==> src/rtl/tx_pkg.sv <==
package tx_pkg;
  typedef enum logic [2:0] {
    ST_IDLE, ST_START, ST_DATA, ST_PAR, ST_STOP
  } tx_state_e;

  typedef struct packed {
    logic       brk;
    logic       stick;
    logic       even;
    logic       par_en;
    logic       stop2;
    logic [1:0] len;
  } line_ctl_t;
endpackage

==> src/rtl/tx_baud_gen.sv <==
module tx_baud_gen #(
  parameter int DIV_W = 16
) (
  input  logic             clk_i,
  input  logic             rst_ni,
  input  logic [DIV_W-1:0] div_i,
  output logic             tick_o
);
  logic [DIV_W-1:0] cnt_q;

  always_ff @(posedge clk_i or negedge rst_ni) begin
    if (!rst_ni) begin
      cnt_q  <= '0;
      tick_o <= 1'b0;
    end else if (div_i == '0) begin
      cnt_q  <= '0;
      tick_o <= 1'b0;
    end else if (cnt_q >= div_i - 1'b1) begin
      cnt_q  <= '0;
      tick_o <= 1'b1;
    end else begin
      cnt_q  <= cnt_q + 1'b1;
      tick_o <= 1'b0;
    end
  end


  tick_spacing_chk: assert property (@(posedge clk_i) disable iff (!rst_ni)
    tick_o && div_i > 1 && $stable(div_i) |=> !tick_o);

  zero_div_chk: assert property (@(posedge clk_i) disable iff (!rst_ni)
    div_i == '0 && $past(div_i) == '0 |=> !tick_o);
endmodule

==> src/rtl/tx_frame.sv <==
module tx_frame
  import tx_pkg::*;
#(
  parameter int OSR = 16
) (
  input  logic       clk_i,
  input  logic       rst_ni,
  input  logic       tick_i,
  input  logic       wr_en_i,
  input  logic [7:0] wr_data_i,
  input  line_ctl_t  ctl_i,
  input  logic       cts_i,
  output logic       txd_o,
  output logic       thre_o,
  output logic       temt_o
);
  localparam int CNT_W = $clog2(2 * OSR);
  localparam logic [CNT_W-1:0] LAST_1   = CNT_W'(OSR - 1);
  localparam logic [CNT_W-1:0] LAST_1P5 = CNT_W'(OSR + OSR / 2 - 1);
  localparam logic [CNT_W-1:0] LAST_2   = CNT_W'(2 * OSR - 1);

  tx_state_e        state_q;
  line_ctl_t        cfg_q;
  logic [7:0]       hold_q, shift_q;
  logic             hold_full_q, par_q;
  logic [2:0]       bit_idx_q;
  logic [CNT_W-1:0] tcnt_q;
  logic             load, cell_end;
  logic [CNT_W-1:0] last_cnt;
  logic [7:0]       masked;
  logic             par_calc;

  assign load = (state_q == ST_IDLE) && hold_full_q && cts_i && tick_i;

  always_comb begin
    unique case (ctl_i.len)
      2'd0:    masked = {3'b0, hold_q[4:0]};
      2'd1:    masked = {2'b0, hold_q[5:0]};
      2'd2:    masked = {1'b0, hold_q[6:0]};
      default: masked = hold_q;
    endcase
    if (ctl_i.stick) par_calc = ~ctl_i.even;
    else             par_calc = ctl_i.even ? ^masked : ~^masked;
  end

  always_comb begin
    last_cnt = LAST_1;
    if (state_q == ST_STOP && cfg_q.stop2)
      last_cnt = (cfg_q.len == 2'd0) ? LAST_1P5 : LAST_2;
  end

  assign cell_end = tick_i && (tcnt_q == last_cnt);

  always_ff @(posedge clk_i or negedge rst_ni) begin
    if (!rst_ni) begin
      state_q     <= ST_IDLE;
      cfg_q       <= '0;
      hold_q      <= '0;
      shift_q     <= '0;
      hold_full_q <= 1'b0;
      par_q       <= 1'b0;
      bit_idx_q   <= '0;
      tcnt_q      <= '0;
    end else begin
      if (load) begin
        state_q     <= ST_START;
        cfg_q       <= ctl_i;
        shift_q     <= masked;
        par_q       <= par_calc;
        hold_full_q <= 1'b0;
        tcnt_q      <= '0;
        bit_idx_q   <= '0;
      end else if (state_q != ST_IDLE && tick_i) begin
        tcnt_q <= cell_end ? '0 : tcnt_q + 1'b1;
        if (cell_end) begin
          unique case (state_q)
            ST_START: state_q <= ST_DATA;
            ST_DATA: begin
              shift_q <= shift_q >> 1;
              if (bit_idx_q == {1'b1, cfg_q.len})
                state_q <= cfg_q.par_en ? ST_PAR : ST_STOP;
              bit_idx_q <= bit_idx_q + 1'b1;
            end
            ST_PAR:  state_q <= ST_STOP;
            default: state_q <= ST_IDLE;
          endcase
        end
      end
      if (wr_en_i) begin
        hold_q      <= wr_data_i;
        hold_full_q <= 1'b1;
      end
    end
  end

  always_comb begin
    unique case (state_q)
      ST_START: txd_o = 1'b0;
      ST_DATA:  txd_o = shift_q[0];
      ST_PAR:   txd_o = par_q;
      default:  txd_o = 1'b1;
    endcase
    if (ctl_i.brk) txd_o = 1'b0;
  end

  assign thre_o = !hold_full_q;
  assign temt_o = !hold_full_q && (state_q == ST_IDLE);


  thre_rise_chk: assert property (@(posedge clk_i) disable iff (!rst_ni)
    $rose(thre_o) |-> $past(load));

  thre_fall_chk: assert property (@(posedge clk_i) disable iff (!rst_ni)
    wr_en_i |=> !thre_o);

  cts_gate_chk: assert property (@(posedge clk_i) disable iff (!rst_ni)
    state_q == ST_IDLE && !cts_i |=> state_q == ST_IDLE);

  hold_cell_chk: assert property (@(posedge clk_i) disable iff (!rst_ni)
    state_q != ST_IDLE && !tick_i |=> $stable(state_q) && $stable(shift_q));

  start_bit_chk: assert property (@(posedge clk_i) disable iff (!rst_ni)
    load && !ctl_i.brk |=> !txd_o || ctl_i.brk);
endmodule

==> src/rtl/serial_frame_tx.sv <==
module serial_frame_tx
  import tx_pkg::*;
#(
  parameter int DIV_W = 16,
  parameter int OSR   = 16
) (
  input  logic             clk_i,
  input  logic             rst_ni,
  input  logic             wr_en_i,
  input  logic [7:0]       wr_data_i,
  input  logic [6:0]       lcr_i,
  input  logic [DIV_W-1:0] div_i,
  input  logic             cts_i,
  output logic             txd_o,
  output logic             thre_o,
  output logic             temt_o
);
  logic      tick;
  line_ctl_t ctl;

  assign ctl = line_ctl_t'(lcr_i);

  tx_baud_gen #(.DIV_W(DIV_W)) u_baud (
    .clk_i  (clk_i),
    .rst_ni (rst_ni),
    .div_i  (div_i),
    .tick_o (tick)
  );

  tx_frame #(.OSR(OSR)) u_frame (
    .clk_i     (clk_i),
    .rst_ni    (rst_ni),
    .tick_i    (tick),
    .wr_en_i   (wr_en_i),
    .wr_data_i (wr_data_i),
    .ctl_i     (ctl),
    .cts_i     (cts_i),
    .txd_o     (txd_o),
    .thre_o    (thre_o),
    .temt_o    (temt_o)
  );


  temt_thre_chk: assert property (@(posedge clk_i) disable iff (!rst_ni)
    temt_o |-> thre_o && txd_o == !lcr_i[6]);
endmodule

==> config.mk <==
export PLATFORM = sky130hd
export DESIGN_NAME = serial_frame_tx
export DESIGN_NICKNAME = d
export VERILOG_FILES = /design/src/rtl/tx_pkg.sv /design/src/rtl/tx_baud_gen.sv /design/src/rtl/tx_frame.sv /design/src/rtl/serial_frame_tx.sv
export SDC_FILE = /design/constraint.sdc
export NUM_CORES = 1
export LEC_CHECK = 0
export CAP_MARGIN = 20
export CORE_ASPECT_RATIO = 0.6
export CORE_UTILIZATION = 50
export DETAILED_ROUTE_END_ITERATION = 16
export DONT_BUFFER_PORTS = 1
export HOLD_SLACK_MARGIN = 0.06
export MAX_ROUTING_LAYER = met4
export PLACE_DENSITY_LB_ADDON = 0.3
export SLEW_MARGIN = 20
export SYNTH_ARGS = -nofsm -noshare
export SYNTH_HDL_FRONTEND = slang
export SYNTH_HIERARCHICAL = 1
export SYNTH_SLANG_ARGS = --single-unit
==> constraint.sdc <==
create_clock -name clk_i -period 2.7 [get_ports clk_i]
set_input_delay 0.27 -clock clk_i [delete_from_list [all_inputs] [get_ports clk_i]]
set_output_delay 0.27 -clock clk_i [all_outputs]
set_load 0.005 [all_outputs]
After elaboration in Yosys (flattened, before gate mapping)
Index checks and enable logic that the tools add are counted.
{"block": "word_totals", "reg_bits": 50, "input_bits": 35, "output_inout_bits": 3, "wordCells": 78}
{"block": "op_classes", "n_addsub": 4, "n_lt_le_gt_ge": 1, "n_eq_ne": 9, "n_mux": 30, "n_bitwise": 1, "reduce_logical": 21}
{"cell": "$mux 16", "n": 2}
{"cell": "$mux 8", "n": 4}
{"cell": "$mux 3", "n": 9}
{"cell": "$pmux 8 s3", "n": 1}
{"cell": "$mux 5", "n": 4}
{"cell": "$add 16x1->16 const B", "n": 1}
{"cell": "$ge 16x16->1", "n": 1}
{"cell": "$logic_not 16->1", "n": 1}
{"cell": "$sub 16x1->16 const B", "n": 1}
{"cell": "$pmux 3 s3", "n": 1}
{"cell": "$reduce_bool 2->1", "n": 4}
{"cell": "$reduce_xnor 8->1", "n": 1}
{"cell": "$reduce_xor 8->1", "n": 1}
{"cell": "$logic_and 1x1->1", "n": 7}
{"cell": "$mux 1", "n": 7}
{"cell": "$eq 3x2->1 const B", "n": 2}
{"cell": "$reduce_and 3->1", "n": 2}
{"cell": "$add 5x1->5 const B", "n": 1}
{"cell": "$eq 5x5->1", "n": 1}
{"cell": "$logic_not 2->1", "n": 2}
{"cell": "$mux 4", "n": 1}
{"cell": "$add 3x1->3 const B", "n": 1}
{"cell": "$eq 3x1->1 const B", "n": 1}
{"cell": "$eq 3x3->1", "n": 1}
{"cell": "9 further kinds", "n": 9}

Depth between registers and ports, before layout
Gate-level depths: netlist of run 1.
{"block": "depth", "word_depth": 8, "depth_mapped": 13, "ltp_nobuf": 12}

Hierarchy
Netlist of run 1, hierarchy kept.
{"module": "tx_frame", "instances": 1, "cells_each": 182, "area_each_um2": 1828.0, "seq_area_each_um2": 825.8}
{"module": "tx_baud_gen", "instances": 1, "cells_each": 156, "area_each_um2": 1427.6, "seq_area_each_um2": 425.4}

Worst setup path after synthesis of run 1
No wires, ideal clock.
{"block": "synth_timing", "path_type": "input to register", "startpoint": "input port div_i[0]", "endpoint": "register u_baud.cnt_q[11]", "setup_ps": 119, "arrival_time_ps": 2753, "required_time_ps": 2581, "path_slack_ps": -172, "cell_stages": 13, "n_path_buf": 1, "cell_sequence": "inv_1 > ha_1 > or4b_4 > or3_4 > nor3_1 > xnor2_1 > ha_1 > nand4_1 > nor3_1 > o311ai_2 > nand4_4 > buf_12 > nor2_2"}
{"block": "synth_between", "elab_chain_cells": 4, "word_cells_on_any_way": 5, "cone_classes": "add/sub: 1; order compare: 1; mux: 2; reduce/logical: 1"}
{"element": "start, declared", "line": "serial_frame_tx.sv:12", "text": "input logic [DIV_W-1:0] div_i,"}
{"element": "$sub 16x1->16", "line": "tx_baud_gen.sv:18", "text": "end else if (cnt_q >= div_i - 1'b1) begin"}
{"element": "$ge 16x16->1", "line": "tx_baud_gen.sv:18"}
{"element": "$mux 16", "line": "tx_baud_gen.sv:18"}
{"element": "$mux 16 (*)", "line": "tx_baud_gen.sv:15", "text": "end else if (div_i == '0) begin"}
{"element": "end signal, assigned", "line": "tx_baud_gen.sv:22", "text": "cnt_q <= cnt_q + 1'b1;"}
{"element": "end, declared", "line": "tx_baud_gen.sv:9", "text": "logic [DIV_W-1:0] cnt_q;"}
Every way passes the cells marked *; elsewhere a longest branch is shown, timed or not.
A chain may end at the register's enable or synchronous reset.

Worst setup path in the final report of run 1
{"block": "layout_timing", "startpoint": "input port div_i[1]", "endpoint": "register u_baud.cnt_q[11]"}
The elaborated chain is that of the path after synthesis.

==> metrics.md, run 1 <==
| Metric | Value |
|---|---|
| Status | finished clean |
| Placed Cells | 419 |
| Syn_nets | 393 |
| Number of synthesized flops with an enable pin | 0 |
| Minimum clock period | roughly 2.5 ns |
| Sequential area share after synthesis | between 30 and 40% |
| Fraction of layout cells with a size suffix above 1 | between 15 and 20% |
| Crit path capture type | register |
| Layout area overhead | 9.42% |
| Hold wc startpoint | lcr_i[1] |
| Final HPWL from detailed placement | between 4 and 5 mm |
| Cells after synthesis | between 300 and 400 |
| Final Net Count | approximately 410 |
| Antenna diode count | 0 |
| Via count | roughly 2400 |
| Synth cell types | 64 |
| WL/cell | approximately 15 um |
| Remaining DRCs | 0 |
| Detailed Route WL | 6.34 mm |
| Final hold vios | 0 |
| IO Pins | 38 |
| Critical path fanouts, max | 5 |
| Hold Path Depth | 2 |
| Avg Synthesized Cell Area | ~9.6 sq um |
| Source of the worst register-to-register timing path | u_frame/state_q[1] |
| Post-Layout Cell Count | approximately 440 |
| TNS Setup | 0 ns |
| CTS Buf Count | 5 |
| Routability Congestion | just under 0.8 |
| Post-layout util | a little under three fifths |
| Max-slew headroom at the worst pin | between 50% and 60% |
| Leak | between 0.0015 and 0.002 uW |
| DIE HEIGHT | 64.5 um |
| WS Path Type | in2reg |
| Setup slack after layout | 0.163 ns |
| Clock Skew | about 0.0096 ns |
| Initial antenna violation count | 0 |
| Initial core utilization | 52.6% |
| First-pass DRT Iterations | 4 |
| Slew Limit Fails | 0 |
| Clock slew at reported path FFs | around 0.090 ns |
| FP Rows | 22 |
| Setup violators final | 0 |
| Crit share post-route | 94.0% |
| Synth Cell Area | around 0.0033 sq mm |
| Peak supply drop | about 0.25 mV |
| FMAX | 394 MHz |
| CTS tree | built |
| Clock buffer depth | 2 |
| Main flop type after synthesis | dfrtp_1 |
| R2R Path End | u_frame/bit_idx_q[2] |
| Global-route usage over all layers | between 20 and 25% |
| Via density per instance | ~5.5 |
| HP Class | in2reg |
| Detailed router's first-iteration violation count | 105 |
| Critical path data required time | a little under 3 ns |
| Core ar. | between 0.006 and 0.007 sq mm |
| Root Driver | clkbuf_8 |
| Pre-CTS setup slack | -0.239 ns |
| Buffers on Ports | 0 |
| Flop2flop setup slack | between 0.4 and 0.5 ns |
| Pin count of the biggest net entering global routing | 51 |
| Pwr dens | ~480 mW/mm^2 |
| Insertion delay to the later sink of the worst-skew pair | slightly above 0.3 ns |
| Sink Count | 50 |
| CP arrival | about 2.7 ns |
| Grt ovf | 0 |
| First-pass GRT wire length | about 11 mm |
| CTS resizes | 0 |
| Max cap viols | 0 |
| Vias in the first global route | around 2300 |
| Hold EP | u_frame/cfg_q[1] |
| Synthesis Warnings | 6 |
| Ys async rst share | 100% |
| CP startpoint kind | primary input |
| Hold slack | approximately 0.07 ns |
| Post-synthesis register bit count | 50 |
| Die Span X | around 110 um |
| R2r worst-path depth | 5 |
| Die footprint | roughly 0.0068 sq mm |
| Remaining antenna violation count | 0 |
| # H-tree levels | 2 |
| Worst-Margin Slew | between 0.6 and 0.7 ns |
## cell type report
class / instances / area, sq um
Clock buffer: 6 / 82.6
Clock inverter: 2 / 17.5
Fill cell: 544 / 2630
Inverter: 10 / 37.5
Multi-Input combinational cell: 266 / 1900
Sequential cell: 50 / 1250
Tap cell: 84 / 105
Timing Repair Buffer: 17 / 170
## metal layers
layer	global-route usage [%]	routed length (um)	vias up
met4	4.34	26	0
met3	4.83	205	5
met5	-	0	-
met1	29.5	3330	1134
li1	-	-	1225
met2	29.3	2780	35
## logic make-up (layout without fill, tap and decap cells)
logic type      after synthesis  count (layout)  synth area share (%)
flops                        50              50                  38.4
xor+xnor                     34              34                  9.15
fa+ha+maj                    20              20                  7.69
mux                          15              15                  4.96
simple gates                139             139                  22.9
compound gates               58              58                  12.6
buf+inv                      22              35                  4.30
## state kept, by name, summed over array words and instances (netlist names), 3 cells and up
| signal | cells |
|---|---|
| u_baud/cnt_q | 16 |
| u_frame/hold_q | 8 |
| u_frame/shift_q | 8 |
| u_frame/tcnt_q | 5 |
| u_frame/cfg_q | 4 |
| u_frame/bit_idx_q | 3 |
| u_frame/state_q | 3 |
## how the worst max path moves through the flow
| stage | slack, ns | startpoint | end | cells past startpoint |
|---|---|---|---|---|
| floorplan | 0.01 | div_i[1] | u_baud/cnt_q[11] | 13 |
| global placement | -0.10 | div_i[1] | u_baud/cnt_q[3] | 12 |
| CTS | 0.11 | div_i[1] | u_baud/cnt_q[15] | 12 |
| finish | 0.16 | div_i[1] | u_baud/cnt_q[11] | 13 |
| global route | -0.02 | div_i[1] | u_baud/cnt_q[15] | 12 |
| detailed placement | -0.24 | div_i[1] | u_baud/cnt_q[15] | 12 |
## Yosys cell counts, types with 6 or more instances
cell	n	area (sq um)
mux2i_1	6	60.1
nand3_1	13	65.1
a21oi_1	15	75.1
o21ai_0	14	70.1
inv_1	9	33.8
xnor2_1	18	158
nand2_1	39	146
dfrtp_1	50	1250
nor2_1	28	105
nor3_1	10	50.1
mux2_2	9	101
ha_1	20	250
xor2_1	16	140
nor2_2	10	62.6
## repair_timing
item,CTS,global route
buffers inserted,0,3
hold endpoints to repair,53,0
hold buffers,5,0
setup endpoints to repair,0,16
## critical path: stages
cell and delay (ns):
inv_1 0.07, ha_4 0.13, or4b_4 0.46, or3_4 0.38, nor3_2 0.14, xnor2_1 0.08
ha_1 0.27, nand4_1 0.12, nor3_2 0.22, o311ai_2 0.20, nand4_4 0.15, buf_4 0.17
nor2_2 0.05
## stage by stage
stage / instance area (sq um) / power [uW]
after floorplan: 3290 / 1160
after global placement: 3360 / 1210
after detailed placement: 3360 / 1240
after CTS: 3530 / 1730
after global routing: 3560 / 1820
final: 3560 / 1720
## placed cells by master (no fill, tap or decap), types with 5 or more instances in the layout
master | netlist | routed
mux2_2 | 9 | 9
nand3_1 | 13 | 13
and3_1 | 5 | 5
mux2i_1 | 6 | 6
nor2_2 | 10 | 11
buf_4 | 1 | 11
a21oi_1 | 15 | 14
ha_1 | 20 | 19
nor4_1 | 5 | 5
nor2b_1 | 5 | 5
nor2_1 | 28 | 27
xor2_1 | 16 | 16
nor3_1 | 10 | 7
o21ai_0 | 14 | 14
xnor2_1 | 18 | 18
dfrtp_1 | 50 | 50
inv_1 | 9 | 8
nand2_1 | 39 | 39
clkbuf_8 | 2 | 6
## power by group
| part | switching (uW) | internal, uW |
|---|---|---|
| Sequential | 96.9 | 825 |
| Combinational | 161 | 164 |
| Clock | 257 | 211 |
| Total | 515 | 1200 |
Note: power is estimated with default switching activity, not from simulation.
==> run 2: changes to the inputs <==
--- a/config.mk
+++ b/config.mk
@@ -5,6 +5,7 @@
 export SDC_FILE = /design/constraint.sdc
 export NUM_CORES = 1
 export LEC_CHECK = 0
+export ABC_AREA = 1
 export CAP_MARGIN = 20
 export CORE_ASPECT_RATIO = 0.6
 export CORE_UTILIZATION = 50
==> metrics.md, run 2 <==
| Metric | Value |
|---|---|
| Post-synth top area share | 36.1% |
| Peak supply drop | 0.335 mV |
| R2r worst-path depth | 10 |
| CP arrival | ~2.4 ns |
| Final HPWL from detailed placement | 5.10 mm |
| IO Pins | 38 |
| Core ar. | around 0.0067 sq mm |
| WL/cell | between 10 and 15 um |
| FP Rows | 23 |
| Crit-path cells | nor2_1 > nand2_1 > nor3_1 > nand2_1 > xor2_1 > ha_1 > a21oi_1 > o21ai_0 > nor2_1 > nand3_2 > nor2_1 |
| Insertion delay to the later sink of the worst-skew pair | 0.29 ns |
| Largest reg by FF count | u_baud/cnt_q |
| Sequential area share after synthesis | a little over a third |
| Worst setup path end | u_baud/cnt_q[15] |
| Global-route usage over all layers | 21.3% |
| CTS Buf Count | 5 |
| Placed cell areas | between 0.003 and 0.004 sq mm |
| First-pass GRT wire length | around 12 mm |
| HP Class | in2reg |
| First-pass DRT Iterations | 4 |
| Minimum clock period | 2.17 ns |
| Detailed router's first-iteration violation count | 164 |
| CP max-delay cell | nor3_1 |
| Max cap viols | 0 |
| Synthesis Warnings | 6 |
| R2R Path End | u_frame/shift_q[3] |
| Root Driver | clkbuf_16 |
| Buffers on Ports | 0 |
| RSZ-0062 raised after global routing | no |
| Crit path capture type | register |
| Routability Congestion | between 0.8 and 0.9 |
| Top cells by area, synth | dfrtp_1, nand2_1, ha_1 |
| Final Net Count | 517 |
| Slowest stage delay, CP | ~0.34 ns |
| Initial core utilization | 52.0% |
| Synth Cell Area | roughly 0.0035 sq mm |
| Synth cell types | 31 |
| Pin count of the biggest net entering global routing | 51 |
| CP startpoint kind | primary input |
| CP most frequent cell | nor2_1 |
| WS Path Type | in2reg |
| Number of synthesized flops with an enable pin | 0 |
| CTS tree | built |
| Setup slack after layout | about 0.53 ns |
| Max FFs per register | 16 |
| Die Span X | ~110 um |
| Status | finished clean |
| # H-tree levels | 2 |
| Synth area leader | dfrtp_1 |
| Post-synth top cells | nand2_1, inv_1, nor2_1 |
| Fin area | 0.00373 sq mm |
| Die footprint | 0.00729 sq mm |
| Setup violators final | 0 |
| Flop2flop setup slack | 0.80 ns |
| Worst-Margin Slew | between 0.4 and 0.5 ns |
| Clock Skew | 0.00725 ns |
| Pwr dens | 534 mW/mm^2 |
| Cells after synthesis | 460 |
| Post-synthesis register bit count | 50 |
| Pwr Total | 1990 uW |
| Commonest non-fill, non-tap cell in the layout | nand2_1 |
| Fraction of layout cells with a size suffix above 1 | a little under an eighth |
| Crit share post-route | approximately 81% |
| Main flop type after synthesis | dfrtp_1 |
| Clock slew at reported path FFs | about 0.06 ns |
| FMAX | around 460 MHz |
| Max-slew headroom at the worst pin | roughly 73% |
| Slew Limit Fails | 0 |
| Via count | between 2000 and 3000 |
| Via density per instance | around 5 |
| DIE HEIGHT | 66.5 um |
| Detailed Route WL | just under 7 mm |
| Antenna diode count | 0 |
| Critical path startpoint | div_i[1] |
| Vias in the first global route | 2543 |
| Final hold vios | 0 |
| Cell with the most instances after synthesis | nand2_1 |
| Critical path data required time | a little under 3 ns |
| Syn_nets | 515 |
| Remaining antenna violation count | 0 |
| Remaining DRCs | 0 |
| Ys async rst share | 100% |
| Critical path fanouts, max | 16 |
| Leading registers by flop count | u_baud/cnt_q: 16 flops, u_frame/hold_q: 8 flops, u_frame/shift_q: 8 flops |
| Most frequent cells in the layout | nand2_1, inv_1, nor2_1 |
| Grt ovf | 0 |
| Sink Count | 50 |
| Avg Synthesized Cell Area | 7.54 sq um |
| Leak | 0.00191 uW |
| Clock buffer depth | 2 |
| Pre-CTS setup slack | around 0.24 ns |
| TNS Setup | 0 ns |
| Layout area overhead | 7.46% |
| Initial antenna violation count | 0 |
| Source of the worst register-to-register timing path | u_frame/state_q[0] |
run 2: changes by cell type after synthesis, sizes merged, moves of 6 or more:
cell / delta
and3: -6
inv: +55
mux2: -9
mux2i: -6
nand2: +101
nand3: +6
nor2: +24
nor3: -6
o21ai: +18
xnor2: -8
run 2: power breakdown:
group	switching [uW]	internal [uW]	total (uW)
clock network	260	457	717
registers	78.1	816	894
logic	227	155	382
run 2: worst min-delay path by stage:
stage / start / endpoint / slack, ns / cells after the start
6_report: wr_en_i / u_frame/hold_q[1] / 0.08 / 1
5_1_grt: wr_en_i / u_frame/hold_q[4] / 0.09 / 1
4_1_cts: wr_en_i / u_frame/hold_q[0] / 0.08 / 1
3_5_place_dp: rst_ni / u_frame/cfg_q[2] / -0.02 / 0
3_3_place_gp: rst_ni / u_frame/cfg_q[2] / -0.02 / 0
2_1_floorplan: rst_ni / u_baud/cnt_q[0] / -0.03 / 0
run 2: area by class of cell:
cell class | count | area, sq um
clock buffers | 6 | 139
fillers | 610 | 2950
flip-flops and latches | 50 | 1250
repair buffers | 2 | 37.5
multi-input cells | 339 | 1920
clock inverters | 1 | 30.0
well taps | 87 | 109
inverters | 64 | 240
run 2: logic make-up (layout without fill, tap and decap cells):
kind of cell             Yosys count  after routing  synth area share, %
AND/OR/NAND/NOR                  237            237                 31.6
buffers and inverters             71             73                 8.55
AO/OA/AOI/OAI                     55             55                 9.59
flip-flops                        50             50                 36.1
XOR/XNOR                          27             27                 7.03
adder cells (fa/ha/maj)           20             20                 7.21
run 2: through the flow:
stage	hold slack, ns	instances	util, %
3_5_place_dp	-0.0232	540	52.8
3_3_place_gp	-0.0244	540	52.8
5_1_grt	0.0860	549	55.8
2_1_floorplan	-0.0256	460	-
4_1_cts	0.0759	549	55.8
6_report	0.0849	549	55.8
run 2: critical path: cells and delay by family:
| kind | cells | cell delay, ns |
|---|---|---|
| and+or+nand+nor | 7 | 1.44 |
| xor gates and xnor gates | 1 | 0.16 |
| AOI/OAI and AO/OA | 2 | 0.23 |
| adders and majority gates | 1 | 0.29 |
run 2: layer usage:
| layer | GRT usage (%) | up-vias | wire, um |
|---|---|---|---|
| met5 | - | - | 0 |
| met4 | 6.33 | 0 | 76 |
| met3 | 4.31 | 8 | 245 |
| met2 | 30.3 | 32 | 2830 |
| met1 | 30.4 | 1258 | 3690 |
| li1 | - | 1457 | - |
run 2: timing repair:
action | 4_1_cts | 5_1_grt
gates resized for setup | 0 | 0
endpoints found under the hold margin | 50 | 0
endpoints found under the setup margin | 0 | 0
hold buffers | 2 | 0
buffers inserted | 0 | 0
==> run 3: changes to the inputs <==
==> constraint.sdc (replaced) <==
create_clock -name clk_i -period 2 [get_ports clk_i]
set_input_delay 0.2 -clock clk_i [delete_from_list [all_inputs] [get_ports clk_i]]
set_output_delay 0.2 -clock clk_i [all_outputs]
set_load 0.005 [all_outputs]
==> metrics.md, run 3 (same netlist as run 2, synthesis figures left out) <==
| Metric | Value |
|---|---|
| Status | finished clean |
| Clock buffer depth | 2 |
| Internal power | about 1800 uW |
| Leak | roughly 0.0020 uW |
| Placed cell areas | roughly 0.0037 sq mm |
| Max-slew headroom at the worst pin | between 70% and 80% |
| HP Class | in2reg |
| Commonest non-fill, non-tap cell in the layout | nand2_1 |
| DIE HEIGHT | about 67 um |
| IO Pins | 38 |
| Pwr dens | between 600 and 700 mW/mm^2 |
| WS Path Type | in2reg |
| Post-layout util | 60.0% |
| Sequential power share | roughly 46% |
| FP Rows | 23 |
| Pin count of the biggest net entering global routing | 51 |
| Leading registers by flop count | u_baud/cnt_q: 16 flops, u_frame/hold_q: 8 flops, u_frame/shift_q: 8 flops |
| Critical path data required time | ~2.2 ns |
| Via density per instance | between 4 and 5 |
| Initial core utilization | approximately half |
| Initial antenna violation count | 0 |
| Root Driver | clkbuf_16 |
| Final Net Count | approximately 550 |
| Final HPWL from detailed placement | approximately 5.2 mm |
| TNS Setup | 0 ns |
| Switching Share | about 30% |
| WL/cell | roughly 12 um |
| Combinational Power Share | 21.6% |
| Critical path fanouts, max | 16 |
| Core ar. | 0.00668 sq mm |
| Sink Count | 50 |
| CP arrival | just over 2 ns |
| Routability Congestion | between 0.8 and 0.9 |
| Via count | 2850 |
| Switching power of the nets | ~780 uW |
| Insertion delay to the later sink of the worst-skew pair | slightly below 0.3 ns |
| Buffers on Ports | 0 |
| First-pass GRT wire length | between 10 and 15 mm |
| Clock Skew | ~0.0072 ns |
| Worst-Margin Slew | between 0.4 and 0.5 ns |
| # H-tree levels | 2 |
| Filler Cell Count | 597 |
| Area occupied by multi-input gates | about 0.0020 sq mm |
| Antenna diode count | 0 |
| FMAX | roughly 550 MHz |
| CTS tree | built |
| Most frequent cells in the layout | nand2_1, inv_1, dfrtp_1 |
| Reg area | approximately 0.0013 sq mm |
| Fraction of layout cells with a size suffix above 1 | between 15 and 20% |
| Die footprint | about 0.0073 sq mm |
| Die Span X | roughly 110 um |
| Layout area overhead | 15.5% |
| Remaining antenna violation count | 0 |
| CTS Buf Count | 5 |
| Setup violators final | 0 |
| Minimum clock period | about 1.8 ns |
| Pwr Total | 2620 uW |
| Crit path capture type | register |
| Vias in the first global route | between 2000 and 3000 |
| Flop2flop setup slack | ~0.24 ns |
| Remaining DRCs | 0 |
| Largest reg by FF count | u_baud/cnt_q |
| Detailed router's first-iteration violation count | roughly 130 |
| Grt ovf | 0 |
| Detailed Route WL | between 7 and 8 mm |
| First-pass DRT Iterations | 4 |
| Max FFs per register | 16 |
| Clock power share | 32.5% |
| Clock slew at reported path FFs | around 0.06 ns |
| Fin area | between 0.004 and 0.005 sq mm |
| Global-route usage over all layers | between 20% and 30% |
| Post-CTS Setup Inserts | 0 |
| Final hold vios | 0 |
| Slew Limit Fails | 0 |
| Max cap viols | 0 |
| CP startpoint kind | primary input |
| Crit share post-route | 90.6% |
| Peak supply drop | 0.493 mV |
[run 3: repair_timing]
action,CTS,global route
setup endpoints to repair,0,17
hold buffers,15,0
resized for setup,0,10
hold endpoints to repair,62,0
[run 3: path summary, 6_finish.rpt]
kind	startpoint	endpoint	cells after the start
hold / removal	wr_en_i	u_frame/hold_full_q	2
setup reg to reg	u_baud/cnt_q[7]	u_baud/cnt_q[2]	11
setup / recovery	div_i[0]	u_baud/cnt_q[2]	17
min in group asynchronous	rst_ni	u_frame/cfg_q[3]	2
hold reg to reg	u_baud/cnt_q[0]	u_baud/cnt_q[0]	1
max in group asynchronous	rst_ni	u_frame/shift_q[5]	2
[run 3: final cells by class]
cell class	count	share of cell area, %
multi-input combinational	339	48.8
sequential	50	31.2
timing repair buffer	31	7.50
inverter	64	6.09
clock buffer	7	3.56
tap	87	2.72
clock inverter	1	0.125
[run 3: layer usage]
metal / share of wire [%] / track usage [%]
met5: 0 / -
met2: 45 / 31.9
met3: 3.7 / 5.09
met4: 0.20 / 4.67
met1: 52 / 30.7
[run 3: worst max-delay path, cell delays in order]
cell and delay [ns]:
clkinvlp_4 0.08, ha_2 0.20, buf_4 0.14, nand2_1 0.07, xnor2_1 0.11, inv_1 0.06
ha_1 0.27, nand2_1 0.07, inv_1 0.04, nand2_1 0.07, nor2_1 0.05, nor2_1 0.08
nand2_1 0.11, nand2_1 0.11, nand3_2 0.10, buf_12 0.16, nor2_1 0.09
[run 3: per-stage QoR]
| step | setup slack, ns | instances | hold WS, ns |
|---|---|---|---|
| final | 0.187 | 579 | 0.0753 |
| after global routing | -0.0281 | 579 | 0.106 |
| after CTS | 0.0964 | 579 | 0.0691 |
| after detailed placement | -0.210 | 556 | -0.0944 |
| after global placement | -0.145 | 556 | -0.0943 |
| after floorplan | 0.00819 | 460 | -0.0956 |
[run 3: power by group through the flow]
| stage | logic (uW) | clock network [uW] | registers (uW) |
|---|---|---|---|
| after floorplan | 398 | 0 | 1200 |
| after global placement | 464 | 0 | 1220 |
| after detailed placement | 506 | 0 | 1220 |
| after CTS | 565 | 870 | 1210 |
| after global routing | 662 | 922 | 1220 |
| final | 566 | 852 | 1200 |
